**config.mk**
```make
export PLATFORM = sky130hd
export DESIGN_NAME = clamp_adder
export DESIGN_NICKNAME = d
export VERILOG_FILES = /design/src/rtl/clamp_adder_pkg.sv /design/src/rtl/clamp_adder_fa.sv /design/src/rtl/clamp_adder_dp.sv /design/src/rtl/clamp_adder_ctl.sv /design/src/rtl/clamp_adder.sv
export SDC_FILE = /design/constraint.sdc
export NUM_CORES = 1
export LEC_CHECK = 0
export ABC_CLOCK_PERIOD_IN_PS = 5950
export BUFFER_PORTS_ARGS = -buffer_cell sky130_fd_sc_hd__buf_4
export CAP_MARGIN = 40
export CORE_AREA = 2 2 39 41
export DETAILED_ROUTE_END_ITERATION = 12
export DIE_AREA = 0 0 41 43
export GPL_ROUTABILITY_DRIVEN = 0
export PLACE_DENSITY_LB_ADDON = 0.3
export REMOVE_ABC_BUFFERS = 1
export SLEW_MARGIN = 10
export SYNTH_ARGS = -nofsm -noshare
export SYNTH_HDL_FRONTEND = slang
export SYNTH_SLANG_ARGS = --single-unit
```
**constraint.sdc**
```tcl
create_clock -name vclk -period 5.95
set_input_delay 1.19 -clock vclk [all_inputs]
set_output_delay 1.19 -clock vclk [all_outputs]
set_load 0.02 [all_outputs]
```
**src/rtl/clamp_adder_pkg.sv**
```systemverilog
package clamp_adder_pkg;
  // Strobes from control to datapath: replace the raw sum with a pattern
  typedef struct packed {
    logic forceEn;   // replace the raw sum
    logic msbVal;    // value driven into the top bit
    logic restVal;   // value driven into every lower bit
  } clampCtl_t;
endpackage

```
**src/rtl/clamp_adder_fa.sv**
```systemverilog
module clamp_adder_fa (
  input  logic aBit,
  input  logic bBit,
  input  logic cIn,
  output logic sBit,
  output logic cOut
);
  logic halfSum;
  assign halfSum = aBit ^ bBit;
  assign sBit    = halfSum ^ cIn;
  assign cOut    = (aBit & bBit) | (halfSum & cIn);
endmodule

```
**src/rtl/clamp_adder_dp.sv**
```systemverilog
module clamp_adder_dp
  import clamp_adder_pkg::*;
#(
  parameter int WIDTH = 8
) (
  input  logic [WIDTH-1:0] opA,
  input  logic [WIDTH-1:0] opB,
  input  logic             carryIn,
  input  clampCtl_t        ctl,
  output logic [WIDTH:0]   carryChain,
  output logic [WIDTH-1:0] rawSum,
  output logic [WIDTH-1:0] result,
  output logic             negFlag,
  output logic             zeroFlag
);
  localparam int TOP = WIDTH - 1;

  assign carryChain[0] = carryIn;

  // carry i enters cell i and leaves as carry i+1
  for (genvar i = 0; i < WIDTH; i++) begin : g_cell
    clamp_adder_fa u_fa (
      .aBit (opA[i]),
      .bBit (opB[i]),
      .cIn  (carryChain[i]),
      .sBit (rawSum[i]),
      .cOut (carryChain[i+1])
    );
  end

  always_comb begin
    if (ctl.forceEn) begin
      result      = {WIDTH{ctl.restVal}};
      result[TOP] = ctl.msbVal;
    end else begin
      result = rawSum;
    end
  end

  assign negFlag  = result[TOP];
  assign zeroFlag = ~|result;

  always_comb begin

    zero_flag_chk: assert (zeroFlag == (result == '0))
      else $error("zero flag disagrees with result");

    if (!ctl.forceEn) begin
      neg_raw_chk: assert (negFlag == rawSum[TOP])
        else $error("negative flag disagrees with unclamped sum");
    end
  end
endmodule

```
**src/rtl/clamp_adder_ctl.sv**
```systemverilog
module clamp_adder_ctl
  import clamp_adder_pkg::*;
(
  input  logic      aSign,
  input  logic      bSign,
  input  logic      sumSign,
  input  logic      carryIntoTop,
  input  logic      carryOutTop,
  input  logic      satEn,
  input  logic      signedMode,
  output logic      ovfFlag,
  output clampCtl_t ctl
);
  logic signedOvf;

  assign signedOvf = carryIntoTop ^ carryOutTop;
  assign ovfFlag   = signedMode ? signedOvf : carryOutTop;

  always_comb begin
    ctl = '0;
    if (satEn && ovfFlag) begin
      ctl.forceEn = 1'b1;
      if (signedMode) begin
        ctl.msbVal  = aSign;   // negative operands clamp low
        ctl.restVal = ~aSign;
      end else begin
        ctl.msbVal  = 1'b1;
        ctl.restVal = 1'b1;
      end
    end
  end

  always_comb begin
    // sign-based view of overflow must match the carry-based view
    if (signedMode) begin
      ovf_sign_chk: assert (ovfFlag == ((aSign == bSign) && (sumSign != aSign)))
        else $error("signed overflow flag mismatch");
    end
    // signed clamp always uses the operand sign
    if (signedMode && ctl.forceEn) begin
      clamp_dir_chk: assert ((aSign == bSign) && (ctl.msbVal == bSign))
        else $error("signed clamp direction wrong");
    end
  end
endmodule

```
**src/rtl/clamp_adder.sv**
```systemverilog
module clamp_adder
  import clamp_adder_pkg::*;
#(
  parameter int WIDTH = 8
) (
  input  logic [WIDTH-1:0] opA,
  input  logic [WIDTH-1:0] opB,
  input  logic             carryIn,
  input  logic             satEn,
  input  logic             signedMode,
  output logic [WIDTH-1:0] result,
  output logic             carryOut,
  output logic             ovfFlag,
  output logic             negFlag,
  output logic             zeroFlag
);
  localparam int TOP = WIDTH - 1;

  clampCtl_t          ctl;
  logic [WIDTH:0]     carryChain;
  logic [WIDTH-1:0]   rawSum;

  clamp_adder_ctl u_ctl (
    .aSign        (opA[TOP]),
    .bSign        (opB[TOP]),
    .sumSign      (rawSum[TOP]),
    .carryIntoTop (carryChain[TOP]),
    .carryOutTop  (carryChain[WIDTH]),
    .satEn        (satEn),
    .signedMode   (signedMode),
    .ovfFlag      (ovfFlag),
    .ctl          (ctl)
  );

  clamp_adder_dp #(.WIDTH(WIDTH)) u_dp (
    .opA        (opA),
    .opB        (opB),
    .carryIn    (carryIn),
    .ctl        (ctl),
    .carryChain (carryChain),
    .rawSum     (rawSum),
    .result     (result),
    .negFlag    (negFlag),
    .zeroFlag   (zeroFlag)
  );

  assign carryOut = carryChain[WIDTH];

  logic [WIDTH:0] refSum;
  assign refSum = {1'b0, opA} + {1'b0, opB} + {{WIDTH{1'b0}}, carryIn};

  always_comb begin

    carry_out_chk: assert (carryOut == refSum[WIDTH])
      else $error("carry-out mismatch");

    if (!satEn || !ovfFlag) begin
      wrap_sum_chk: assert (result == refSum[WIDTH-1:0])
        else $error("unclamped sum mismatch");
    end

    if (satEn && !signedMode && carryOut) begin
      uns_clamp_chk: assert (result == {WIDTH{1'b1}})
        else $error("unsigned clamp not all ones");
    end
  end
endmodule

```
==> results_dict.tcl, run 1 <==
set metrics [dict create \
    outcome "finished with violations" \
    crit_path_max_incr_delay_ps 400 \
    setup_ws_ps -323 \
    synth_seq_area_share 0 \
    power_density_mw_per_mm2 167 \
    start_util 0.327 \
    nFillCells 115 \
    core_area_sq_mm 0.00138 \
    vias 483 \
    drv_slew 0 \
    cp_data_arrival_time_ps 5080 \
    synth_cell_type_count 21 \
    post-route-min-period_ps 6270 \
    path_depth 17 \
    drt_iter0_markers 6 \
    grt_use_total 0.171 \
    clock.fmax_mhz 159 \
    vdd_drop_max_mv 0.0717 \
    pin_count 31 \
    gr-total-overflow 0 \
    synthCells 47 \
    holdPathStages 4 \
    nets 115 \
    drive_gt1_frac 0.791 \
    violations "setup timing" \
    drt-wirelength-per-cell_um 12.8 \
    num_rows 14 \
    finalHoldViolCount 0 \
    die_h_um 43 \
    grt_setup_unrepaired "true" \
    wl_um 1310 \
    path_delay_family "adder cells" \
    die-area_sq_mm 0.00176 \
    regArea_sq_um 0 \
    fin_cells 102 \
    multi_input_area_sq_um 465 \
    cpMaxStageDelayCell "a221oi_1" \
    setup_viol 10 \
    drv_cap 0 \
    relSlewSlack 0.718 \
    whs_endpoint "zeroFlag" \
    crit_path_max_fanout 4 \
    portBuffers 31 \
    path_common_cell "fa_2" \
    drc 0 \
    grt_pass1_vias 497 \
    totalPowerFinal_uw 147 \
    antenna_cells 0 \
    grt_first_pass_wirelength_um 2180 \
    hp-start "satEn" \
    end_kind "output port" \
    drtPass1Iterations 4 \
    dp.cells 99 \
    timing_worst_setup_path_type "in2out" \
    postRouteAntennaNets 0 \
    holdBufCountCts 0 \
    critPathRequiredTime_ps 4760 \
    seq_cell_count 0 \
    clkbuf_count 0 \
    synth_area_sq_um 453 \
    die_w_um 41 \
    post-dp-hpwl_um 970 \
    power_leakage_nw 0.405 \
    syn_to_final_growth_pct 94.5 \
    start_kind "primary input" \
    hp-class "in2out" \
    ys_warn_count 0 \
    tightestPinTransition_ps 424 \
    grt_max_degree 8 \
    worst_hold_slack_ps 2800 \
    synth.avg_cell_area_sq_um 9.64 \
    critPathBufInv 6 \
    period_share 1.05 \
    vias_per_cell 4.74 \
    path_cells "buf_6 -> inv_4 -> fa_2 -> inv_2 -> fa_2 -> fa_2 -> fa_2 -> fa_2 -> fa_2 -> fa_2 -> fa_2 -> buf_6 -> nand4b_1 -> nand2_1 -> a221oi_1 -> buf_4 -> buf_4" \
    antenna_found_initial 0 \
]
[layer usage]
layer,part of all wire,GRT usage,vias to the layer above
li1,-,-,236
met1,0.39,0.223,235
met2,0.57,0.319,12
met3,0.032,0,0
met4,0,0,0
met5,0,0,-
[repair_timing]
action,in CTS,in global routing
hold endpoints to repair,0,0
setup buffers,2,1
pin swaps,8,7
gates resized for setup,29,8
gates cloned,0,0
endpoints found under the setup margin,12,10
[worst max path at each step]
stage               slack, ps         to   start
floorplan               -1020   zeroFlag  opA[0]
finish                   -320  result[6]  opA[0]
detailed placement       -750   zeroFlag  opA[0]
global route             -460   zeroFlag  opA[0]
CTS                      -360   zeroFlag  opA[0]
global placement         -650   zeroFlag  opA[0]
[worst min-delay path, stage by stage]
cell       delay, ps
buf_4            130
nand2_1           70
a2111oi_2         60
buf_4            160
[synthesized netlist by cell type (2+ instances only)]
library cell  n  area share
mux2_4        5        0.17
inv_1         8       0.066
fa_1          8        0.35
and2_4        2       0.039
a221oi_1      2       0.039
nand2_1       6       0.050
nand3b_1      2       0.033
[cell families after synthesis]
| logic type | Yosys count | share of synthesized area |
|---|---|---|
| xor gates and xnor gates | 1 | 0.0359 |
| adders and majority gates | 8 | 0.354 |
| AOI/OAI and AO/OA | 7 | 0.122 |
| muxes | 5 | 0.166 |
| buffers and inverters | 10 | 0.108 |
| and+or+nand+nor | 16 | 0.215 |
[layout by cell type, fill, tap and decap left out, drive strengths merged, types with 2 or more instances in the layout]
| master | synthesis | routed |
|---|---|---|
| buf | 2 | 41 |
| fa | 8 | 8 |
| inv | 8 | 8 |
| nand2 | 6 | 6 |
| mux2 | 5 | 5 |
| and2 | 2 | 2 |
| o21ai | 2 | 2 |
| nand3b | 2 | 2 |
| a221oi | 2 | 2 |
[report_power, final]
part | internal, mW | leakage (nW) | switching, mW
combinational | 0.0807 | 0.405 | 0.0667
sequential | 0 | 0 | 0
clock | 0 | 0 | 0
total | 0.0807 | 0.405 | 0.0667
[through the flow]
step	utilization	TNS (ps)	setup slack, ps	area [sq um]
2_1_floorplan	-	-6970	-1020	434
3_3_place_gp	0.534	-6090	-646	739
3_5_place_dp	0.534	-6750	-748	739
4_1_cts	0.611	-2800	-362	846
5_1_grt	0.637	-3950	-455	881
6_report	0.637	-2680	-323	881
[final cells by class]
class | count | share of cell area
tap | 16 | 0.0227
timing repair buffer | 41 | 0.409
inverter | 8 | 0.0398
multi-input combinational | 37 | 0.528
No activity file was read; power rests on OpenSTA's default activity.
==> inputs of run 2 (changes only) <==
--- a/config.mk
+++ b/config.mk
@@ -11,10 +11,9 @@
 export CORE_AREA = 2 2 39 41
 export DETAILED_ROUTE_END_ITERATION = 12
 export DIE_AREA = 0 0 41 43
-export GPL_ROUTABILITY_DRIVEN = 0
+export GPL_TIMING_DRIVEN = 0
 export PLACE_DENSITY_LB_ADDON = 0.3
 export REMOVE_ABC_BUFFERS = 1
-export SLEW_MARGIN = 10
 export SYNTH_ARGS = -nofsm -noshare
 export SYNTH_HDL_FRONTEND = slang
 export SYNTH_SLANG_ARGS = --single-unit
==> run 2 against run 1 <==
Compared with the run above:
- the flow still finishes with violations (setup timing)
- wire length grew 3.1%
- first-iteration DRC count shrank 17%
- total power grew 2.5%
- final cell count is the same
- core utilization grew 0.72 points
- critical path type unchanged
- largest cell class unchanged
- largest power group unchanged
==> results_dict.tcl, run 2 (synthesis results as in run 1) <==
set metrics [dict create \
    vias 518 \
    mostFrequentLayoutCell "buf_4" \
    drtPass1Iterations 4 \
    grt_first_pass_wirelength_um 2010 \
    antenna_found_initial 0 \
    relSlewSlack 0.794 \
    drive_gt1_frac 0.814 \
    vias_per_cell 5.08 \
    hp-start "signedMode" \
    tightestPinTransition_ps 309 \
    gr-total-overflow 0 \
    start_kind "primary input" \
    grt_use_total 0.155 \
    holdBufCountCts 0 \
    power_leakage_nw 0.403 \
    cpMaxStageDelayCell "fa_2" \
    pin_count 31 \
    portBuffers 31 \
    num_rows 14 \
    die-area_sq_mm 0.00176 \
    core_area_sq_mm 0.00138 \
    grt_max_degree 8 \
    outcome "finished with violations" \
    post-route-min-period_ps 6300 \
    vdd_drop_max_mv 0.0832 \
    post-dp-hpwl_um 906 \
    drv_slew 0 \
    finalHoldViolCount 0 \
    clkbuf_count 0 \
    grt_pass1_vias 509 \
    syn_to_final_growth_pct 96.7 \
    drv_cap 0 \
    violations "setup timing" \
    die_w_um 41 \
    grt_setup_unrepaired "true" \
    die_h_um 43 \
    cp_data_arrival_time_ps 5110 \
    regArea_sq_um 0 \
    fin_cells 102 \
    drc 0 \
    mostFrequentLayoutCells "27 x buf_4, 14 x buf_6, 8 x fa_2" \
    antenna_cells 0 \
    seq_cell_count 0 \
    holdPathStages 3 \
    timing_worst_setup_path_type "in2out" \
    nets 115 \
    drt_iter0_markers 5 \
    setup_ws_ps -354 \
    dp.cells 92 \
    end_kind "output port" \
    clock.fmax_mhz 159 \
    whs_endpoint "result[3]" \
    power_density_mw_per_mm2 170 \
    hp-class "in2out" \
    drt-wirelength-per-cell_um 13.2 \
    setup_viol 10 \
    gp_congestion 0.732 \
    wl_um 1350 \
    path_cells "buf_6 -> inv_4 -> fa_2 -> inv_2 -> fa_2 -> fa_2 -> fa_2 -> fa_2 -> fa_2 -> fa_2 -> fa_2 -> nand3b_1 -> nor2_4 -> a221oi_2 -> a2111oi_2 -> buf_4" \
    critPathRequiredTime_ps 4760 \
    start_util 0.327 \
    worst_hold_slack_ps 2760 \
    period_share 1.06 \
    postRouteAntennaNets 0 \
    path_common_cell "fa_2" \
    crit_path_max_incr_delay_ps 420 \
    crit_path_max_fanout 5 \
]
==> run 2: cell counts in the layout (fill, tap and decap cells not counted) <==
No cell type changed its count.
==> run 2: worst max path at each step <==
| stage | endpoint | cells after the start | start |
|---|---|---|---|
| 2_1_floorplan | zeroFlag | 14 | opA[0] |
| 3_3_place_gp | zeroFlag | 16 | opA[0] |
| 3_5_place_dp | zeroFlag | 16 | opA[0] |
| 4_1_cts | zeroFlag | 15 | opA[0] |
| 5_1_grt | zeroFlag | 16 | opA[0] |
| 6_report | zeroFlag | 16 | opA[0] |
==> run 2: what timing repair did <==
action | in CTS | in global routing
buffers inserted | 7 | 4
endpoints found under the hold margin | 0 | 0
pin swaps | 8 | 9
cloned | 0 | 0
resized for setup | 30 | 10
endpoints found under the setup margin | 12 | 11
==> run 2: report_power, final <==
part,internal (mW),switching (mW),total [mW]
clock,0,0,0
sequential,0,0,0
combinational,0.0817,0.0694,0.151
total,0.0817,0.0694,0.151
==> run 2: layer usage <==
layer | share of wire | global-route usage
met1 | 0.42 | 0.205
met2 | 0.54 | 0.272
met3 | 0.033 | 0
met4 | 0.0059 | 0.0267
met5 | 0 | 0
==> run 2: layout make-up <==
class / count / area, sq um
Fill cell: 115 / 493
Multi-Input combinational cell: 37 / 475
Timing Repair Buffer: 41 / 360
Inverter: 8 / 35.0
Tap cell: 16 / 20.0
==> run 2: through the flow <==
stage | setup TNS (ps) | total power [mW] | setup slack (ps) | cell area (sq um) | utilization
floorplan | -6970 | 0.0678 | -1020 | 434 | -
global placement | -7310 | 0.110 | -854 | 687 | 0.496
detailed placement | -7580 | 0.112 | -867 | 687 | 0.496
CTS | -2760 | 0.137 | -383 | 827 | 0.598
global route | -3640 | 0.161 | -472 | 891 | 0.644
finish | -2500 | 0.151 | -354 | 891 | 0.644
==> run 2: worst max-delay path, delay by kind of cell <==
family,cells,cell delay [ps]
adders and majority gates,8,2710
and+or+nand+nor,2,440
AOI/OAI and AO/OA,2,410
buffers and inverters,4,380
